--- config.mk ---
export PLATFORM = sky130hd
export DESIGN_NAME = offload_ratio_ctrl
export DESIGN_NICKNAME = d
export VERILOG_FILES = /design/src/rtl/ofr_pkg.sv /design/src/rtl/ofr_epoch_sampler.sv /design/src/rtl/ofr_hill_climber.sv /design/src/rtl/ofr_offload_gate.sv /design/src/rtl/offload_ratio_ctrl.sv
export SDC_FILE = /design/constraint.sdc
export NUM_CORES = 1
export LEC_CHECK = 0
export BUFFER_PORTS_ARGS = -buffer_cell sky130_fd_sc_hd__buf_4
export CAP_MARGIN = 10
export CORE_MARGIN = 5
export CORE_UTILIZATION = 45
export CTS_CLUSTER_SIZE = 28
export DETAILED_ROUTE_END_ITERATION = 6
export GPL_TIMING_DRIVEN = 0
export HOLD_SLACK_MARGIN = 0.15
export PLACE_DENSITY = 0.65
export SLEW_MARGIN = 20
export SYNTH_ARGS = -nofsm -noshare
export SYNTH_HDL_FRONTEND = slang
export SYNTH_SLANG_ARGS = --single-unit
--- constraint.sdc ---
create_clock -name clk -period 6.8 [get_ports clk]
set_clock_uncertainty 0.05 [all_clocks]
set_input_delay 1.02 -clock clk [delete_from_list [all_inputs] [get_ports clk]]
set_output_delay 1.02 -clock clk [all_outputs]
set_load 0.01 [all_outputs]
--- src/rtl/ofr_pkg.sv ---
package ofr_pkg;

  typedef enum logic {
    DIR_DOWN = 1'b0,
    DIR_UP   = 1'b1
  } climb_dir_e;

  // Halve a step, keeping at least one LSB.
  function automatic logic [15:0] halve_floor1(input logic [15:0] s);
    logic [15:0] h;
    h = s >> 1;
    return (h == 16'd0) ? 16'd1 : h;
  endfunction

endpackage

--- src/rtl/ofr_epoch_sampler.sv ---
module ofr_epoch_sampler #(
  parameter int EPOCH_CYC = 16,
  parameter int RET_W     = 3,
  parameter int SUM_W     = 8
) (
  input  logic             clk,
  input  logic             rst,
  input  logic [RET_W-1:0] retire_cnt,
  output logic             epoch_end,
  output logic [SUM_W-1:0] epoch_sum
);
  localparam int CNT_W = (EPOCH_CYC > 2) ? $clog2(EPOCH_CYC) : 1;
  localparam logic [CNT_W-1:0] LAST = CNT_W'(EPOCH_CYC - 1);

  logic [CNT_W-1:0] cyc_q;
  logic [SUM_W-1:0] acc_q;
  logic [SUM_W-1:0] acc_nx;

  // Score including the current cycle's retirements.
  assign acc_nx    = acc_q + SUM_W'(retire_cnt);
  assign epoch_end = (cyc_q == LAST);
  assign epoch_sum = acc_nx;

  always_ff @(posedge clk) begin
    if (rst) begin
      cyc_q <= '0;
      acc_q <= '0;
    end else if (epoch_end) begin
      cyc_q <= '0;
      acc_q <= '0;
    end else begin
      cyc_q <= cyc_q + 1'b1;
      acc_q <= acc_nx;
    end
  end

  // epoch counter wraps back to zero after the closing cycle
  a_r2_epoch_wrap: assert property (@(posedge clk) disable iff (rst)
    epoch_end |=> (cyc_q == '0));

  // counter never passes the epoch length
  a_r2_cnt_range: assert property (@(posedge clk) disable iff (rst)
    cyc_q <= LAST);

endmodule

--- src/rtl/ofr_hill_climber.sv ---
module ofr_hill_climber
  import ofr_pkg::*;
#(
  parameter int FRAC_W     = 8,
  parameter int SUM_W      = 8,
  parameter int STEP_INIT  = 32,
  parameter int RATIO_INIT = 128,
  parameter int PHASE_THR  = 48
) (
  input  logic             clk,
  input  logic             rst,
  input  logic             epoch_end,
  input  logic [SUM_W-1:0] epoch_sum,
  output logic [FRAC_W:0]  ratio
);
  localparam int RW = FRAC_W + 1;
  localparam logic [RW-1:0]    ONE   = RW'(1) << FRAC_W;
  localparam logic [RW-1:0]    S_INI = RW'(STEP_INIT);
  localparam logic [RW-1:0]    R_INI = RW'(RATIO_INIT);
  localparam logic [SUM_W-1:0] THR   = SUM_W'(PHASE_THR);

  logic [RW-1:0]    ratio_q;
  logic [RW-1:0]    step_q;
  climb_dir_e       dir_q;
  logic [SUM_W-1:0] prev_q;
  logic             have_prev_q;
  logic             flip_q;

  logic             dropped;
  logic             phase_jump;
  logic [SUM_W-1:0] diff;
  climb_dir_e       dir_eff;
  logic [RW-1:0]    step_half;
  logic [RW-1:0]    step_nx;
  logic [RW:0]      up_sum;
  logic [RW-1:0]    ratio_nx;
  logic             hit_bound;

  always_comb begin
    dropped    = have_prev_q && (epoch_sum < prev_q);
    diff       = (epoch_sum >= prev_q) ? (epoch_sum - prev_q) : (prev_q - epoch_sum);
    phase_jump = have_prev_q && (diff > THR);
    dir_eff    = dropped ? ((dir_q == DIR_UP) ? DIR_DOWN : DIR_UP) : dir_q;
    step_half  = RW'(halve_floor1(16'(step_q)));

    if (phase_jump)             step_nx = S_INI;
    else if (dropped && flip_q) step_nx = step_half;
    else                        step_nx = step_q;

    up_sum = {1'b0, ratio_q} + {1'b0, step_nx};
    if (dir_eff == DIR_UP) begin
      hit_bound = (up_sum >= {1'b0, ONE});
      ratio_nx  = hit_bound ? ONE : up_sum[RW-1:0];
    end else begin
      hit_bound = (step_nx >= ratio_q);
      ratio_nx  = hit_bound ? '0 : (ratio_q - step_nx);
    end
  end

  always_ff @(posedge clk) begin
    if (rst) begin
      ratio_q     <= R_INI;
      step_q      <= S_INI;
      dir_q       <= DIR_UP;
      prev_q      <= '0;
      have_prev_q <= 1'b0;
      flip_q      <= 1'b0;
    end else if (epoch_end) begin
      ratio_q     <= ratio_nx;
      step_q      <= step_nx;
      dir_q       <= hit_bound ? ((dir_eff == DIR_UP) ? DIR_DOWN : DIR_UP) : dir_eff;
      prev_q      <= epoch_sum;
      have_prev_q <= 1'b1;
      flip_q      <= dropped;
    end
  end

  assign ratio = ratio_q;

  // ratio never exceeds 1.0
  a_r4_ratio_le_one: assert property (@(posedge clk) disable iff (rst)
    ratio_q <= ONE);

  // step stays in [1, STEP_INIT]
  a_r5_step_range: assert property (@(posedge clk) disable iff (rst)
    (step_q >= RW'(1)) && (step_q <= S_INI));

  // ratio and step only move at an epoch boundary
  a_r2_hold_in_epoch: assert property (@(posedge clk) disable iff (rst)
    !epoch_end |=> ($stable(ratio_q) && $stable(step_q)));

  // a step only stays, halves or returns to its initial size
  a_r6_step_moves: assert property (@(posedge clk) disable iff (rst)
    epoch_end |=> ((step_q == $past(step_q)) || (step_q == S_INI) ||
                   (step_q == ($past(step_q) >> 1)) || (step_q == RW'(1))));

endmodule

--- src/rtl/ofr_offload_gate.sv ---
module ofr_offload_gate #(
  parameter int FRAC_W = 8,
  parameter int COST_W = 8
) (
  input  logic              clk,
  input  logic              rst,
  input  logic [FRAC_W:0]   ratio,
  input  logic              inst_valid,
  input  logic [COST_W-1:0] inst_benefit,
  input  logic [COST_W-1:0] inst_cost,
  output logic              dec_valid,
  output logic              dec_offload
);
  localparam int RW = FRAC_W + 1;
  localparam logic [RW:0] ONE_X = (RW + 1)'(1) << FRAC_W;

  logic [RW-1:0] acc_q;
  logic          eligible;
  logic [RW:0]   acc_sum;
  logic          overflow;

  assign eligible = (inst_benefit >= inst_cost);
  assign acc_sum  = {1'b0, acc_q} + {1'b0, ratio};
  assign overflow = (acc_sum >= ONE_X);

  always_ff @(posedge clk) begin
    if (rst) begin
      acc_q       <= '0;
      dec_valid   <= 1'b0;
      dec_offload <= 1'b0;
    end else begin
      dec_valid   <= inst_valid;
      dec_offload <= inst_valid && eligible && overflow;
      if (inst_valid && eligible) begin
        acc_q <= overflow ? RW'(acc_sum - ONE_X) : acc_sum[RW-1:0];
      end
    end
  end

  // accumulator stays below 1.0
  a_r7_acc_below_one: assert property (@(posedge clk) disable iff (rst)
    {1'b0, acc_q} < ONE_X);

  // vetoed instance yields a local decision
  a_r8_veto: assert property (@(posedge clk) disable iff (rst)
    (inst_valid && (inst_benefit < inst_cost)) |=> (dec_valid && !dec_offload));

  // zero ratio never offloads
  a_r7_zero_ratio: assert property (@(posedge clk) disable iff (rst)
    (inst_valid && (ratio == '0)) |=> !dec_offload);

  // decision follows a request by exactly one cycle
  a_r9_valid_follow: assert property (@(posedge clk) disable iff (rst)
    inst_valid |=> dec_valid);

  a_r9_no_spurious: assert property (@(posedge clk) disable iff (rst)
    !inst_valid |=> !dec_valid);

endmodule

--- src/rtl/offload_ratio_ctrl.sv ---
module offload_ratio_ctrl #(
  parameter int FRAC_W     = 8,
  parameter int EPOCH_CYC  = 16,
  parameter int RET_W      = 3,
  parameter int COST_W     = 8,
  parameter int STEP_INIT  = 32,
  parameter int RATIO_INIT = 128,
  parameter int PHASE_THR  = 48
) (
  input  logic              clk,
  input  logic              rst,
  input  logic [RET_W-1:0]  retire_cnt,
  input  logic              inst_valid,
  input  logic [COST_W-1:0] inst_benefit,
  input  logic [COST_W-1:0] inst_cost,
  output logic [FRAC_W:0]   offload_ratio,
  output logic              dec_valid,
  output logic              dec_offload
);
  localparam int SUM_W = RET_W + $clog2(EPOCH_CYC) + 1;

  logic             epoch_end;
  logic [SUM_W-1:0] epoch_sum;
  logic [FRAC_W:0]  ratio_w;

  ofr_epoch_sampler #(
    .EPOCH_CYC (EPOCH_CYC),
    .RET_W     (RET_W),
    .SUM_W     (SUM_W)
  ) u_sampler (
    .clk        (clk),
    .rst        (rst),
    .retire_cnt (retire_cnt),
    .epoch_end  (epoch_end),
    .epoch_sum  (epoch_sum)
  );

  ofr_hill_climber #(
    .FRAC_W     (FRAC_W),
    .SUM_W      (SUM_W),
    .STEP_INIT  (STEP_INIT),
    .RATIO_INIT (RATIO_INIT),
    .PHASE_THR  (PHASE_THR)
  ) u_climber (
    .clk       (clk),
    .rst       (rst),
    .epoch_end (epoch_end),
    .epoch_sum (epoch_sum),
    .ratio     (ratio_w)
  );

  ofr_offload_gate #(
    .FRAC_W (FRAC_W),
    .COST_W (COST_W)
  ) u_gate (
    .clk          (clk),
    .rst          (rst),
    .ratio        (ratio_w),
    .inst_valid   (inst_valid),
    .inst_benefit (inst_benefit),
    .inst_cost    (inst_cost),
    .dec_valid    (dec_valid),
    .dec_offload  (dec_offload)
  );

  assign offload_ratio = ratio_w;

endmodule

==> flow_metrics.tcl <==
set metrics [dict create \
    totalWireLength_mm 11.2 \
    setup_violations 0 \
    min_from "u_climber.step_q[0]" \
    ctsHoldBuffers 0 \
    layout-drive-gt1-share_pct 23.9 \
    worst_path_max_delay_cell "fa_2" \
    grtUsageTotal_pct 18.5 \
    synth_top_cell_area_share_pct 25.0 \
    end_kind "register" \
    die_x_um 106 \
    ys_types 61 \
    fin_tns_setup_ns 0 \
    route.detailed.drc 0 \
    timing.critical_path.from "retire_cnt[0]" \
    grt_max_degree 16 \
    grt_use_met1_pct 23.2 \
    synth_cells 507 \
    synthTopCellsByCount "62 x nor2_1, 57 x a21oi_1, 55 x ha_1, 52 x dfxtp_1, 51 x inv_1" \
    worstMarginPinSlew_ns 0.637 \
    initial_utilization_pct 45.7 \
    met3_usage_pct 2.61 \
    numPortBuffers 32 \
    yosysTopAreaCell "dfxtp_1" \
    dp_slack_ns -1.20 \
    drt_first_pass_iters 4 \
    yosysSeqAreaShare_pct 25.0 \
    critPathMostFrequentCell "buf_6" \
    min_period_ns 6.73 \
    cts_root_buffer "clkbuf_8" \
    viasPerCell 5.54 \
    path_clk_slew_ns 0.10 \
    cts_tree "built" \
    antenna_found_initial 0 \
    antenna-diode-count 0 \
    num_rows 35 \
    p_leak_nw 2.31 \
    area_delta_synth_final_pct 26.2 \
    ys_seq_elements 52 \
    wire_per_inst_um 16.0 \
    vdd_drop_max_mv 0.109 \
    power_mw 1.04 \
    grt_pass1_wl_mm 17.2 \
    num_vias 3869 \
    maxSlewHeadroom_pct 57.5 \
    grt_pass1_vias 3618 \
    finalCritPeriodShare_pct 99.0 \
    drv_cap 0 \
    grt-ovfl-total 0 \
    ys_warn_count 0 \
    drtIter0Drc 204 \
    cts.path.max_buffers 2 \
    syn_nets 590 \
    critical_path_arrival_ns 6.90 \
    start_kind "input pin" \
    syn-cell-area_um2 4160 \
    fillers 835 \
    hold_ws_ns 0.410 \
    ant_nets 0 \
    avgSynthCellArea_um2 8.21 \
    worst-path-max-fanout 6 \
    die-area_um2 11300 \
    crit_type "in -> reg" \
    core-area_um2 9110 \
    synth.area.top_cells "dfxtp_1 25%, ha_1 17%, a21oi_1 6.9%" \
    critPathMaxStageDelay_ns 0.41 \
    cts_sinks 52 \
    gr-usage-met2_pct 32.3 \
    nets 669 \
    fmax_mhz 149 \
    p_per_area_nw_per_um2 198 \
    die_h_um 106 \
    gp_congestion 0.909 \
    rsz0062_at_grt "true" \
    finalInstanceArea_um2 5250 \
    worst_skew_pair.late_latency_ns 0.31 \
    r2r_start "u_sampler.acc_q[0]" \
    grt-busiest-layer "met2" \
    hold_viol 0 \
    worstPathRequired_ns 6.96 \
    outcome "completed" \
    setup_ws_ns 0.0664 \
    synth_edf_count 0 \
    dp_hpwl_mm 7.89 \
    hp-class "reg -> reg" \
    async_flop_share_pct 0 \
    cts_buffers 5 \
    cts-htree-levels 2 \
    pin_count 33 \
    yosysMostFrequentCell "nor2_1" \
    maxSlewViolCount 0 \
    postPlaceCellArea_um2 4550 \
    synth_flop_cell "dfxtp_1" \
]
layout make-up:
class	count	area (um^2)	share of cell area, %
Buffer	18	109	2.07
Clock buffer	6	72.6	1.38
Clock inverter	2	35.0	0.667
Inverter	51	191	3.65
Multi-Input combinational cell	386	3120	59.4
Sequential cell	52	1040	19.8
Tap cell	111	139	2.65
Timing Repair Buffer	72	546	10.4
kinds of logic (layout without fill, tap and decap cells):
group                    after synthesis  count (layout)  synth area share (%)
AND/OR/NAND/NOR                      142             142                  16.5
flip-flops                            52              52                  25.0
multiplexers                          15              15                  3.64
AO/OA/AOI/OAI                        146             146                  23.5
adder cells (fa/ha/maj)               61              61                  19.4
buffers and inverters                 69             149                  7.22
XOR/XNOR                              22              22                  4.63
registers in the layout, summed over array words and instances, names as in the netlist:
signal	cells
u_climber.dir_q	1
u_climber.flip_q	1
u_climber.have_prev_q	1
u_climber.prev_q	8
u_climber.ratio	9
u_climber.step_q	9
u_gate.acc_q	9
u_gate.dec_offload	1
u_gate.dec_valid	1
u_sampler.acc_q	8
u_sampler.cyc_q	4
worst max-delay path, delay by kind of cell:
family / cells / cell delay, ns
adder cells (fa/ha/maj): 5 / 1.38
AND/OR/NAND/NOR: 5 / 0.64
buffers and inverters: 8 / 0.90
XOR/XNOR: 2 / 0.40
AO/OA/AOI/OAI: 11 / 2.31
multiplexers: 1 / 0.24
worst paths after layout:
check	endpoint	slack, ns	cells after the start
worst min-delay path	u_climber.step_q[0]	0.41	2
worst min register to register	u_climber.step_q[0]	0.41	2
worst max-delay path	u_climber.ratio[2]	0.07	32
worst max register to register	u_climber.ratio[2]	0.53	31
repair_timing:
action,CTS,global route
cloned,0,1
endpoints found under the setup margin,10,10
setup buffers,6,33
pin swaps,8,36
gates resized for setup,14,40
stage by stage:
stage | util, % | instances
6_report | 57.6 | 698
5_1_grt | 57.6 | 698
4_1_cts | 52.5 | 664
3_5_place_dp | 49.9 | 650
3_3_place_gp | 49.9 | 650
2_1_floorplan | - | 507
where the power goes:
group	leakage [nW]	total (mW)	switching, mW	internal [mW]
combinational	1.83	0.500	0.255	0.246
sequential	0.421	0.321	0.00848	0.313
clock	0.0552	0.218	0.108	0.110
total	2.31	1.04	0.371	0.668
metal layers:
metal	vias to the layer above	wire, um
met1	1809	4750
li1	1928	-
met2	107	5660
met5	-	0
met4	0	292
met3	25	471
cells in the final DEF (no fill, tap or decap), types with 9 or more instances in the layout:
cell      synthesis  final
a21o_1           12     12
a21oi_1          57     51
buf_4             0     69
clkbuf_1          9     10
dfxtp_1          52     52
ha_1             55     49
inv_1            51     49
mux2i_1          14     13
nand2_1          25     24
nand3_1           9      9
nor2_1           62     60
o21ai_0          19     18
xnor2_1          15     12
(Power assumes the default switching activity.)
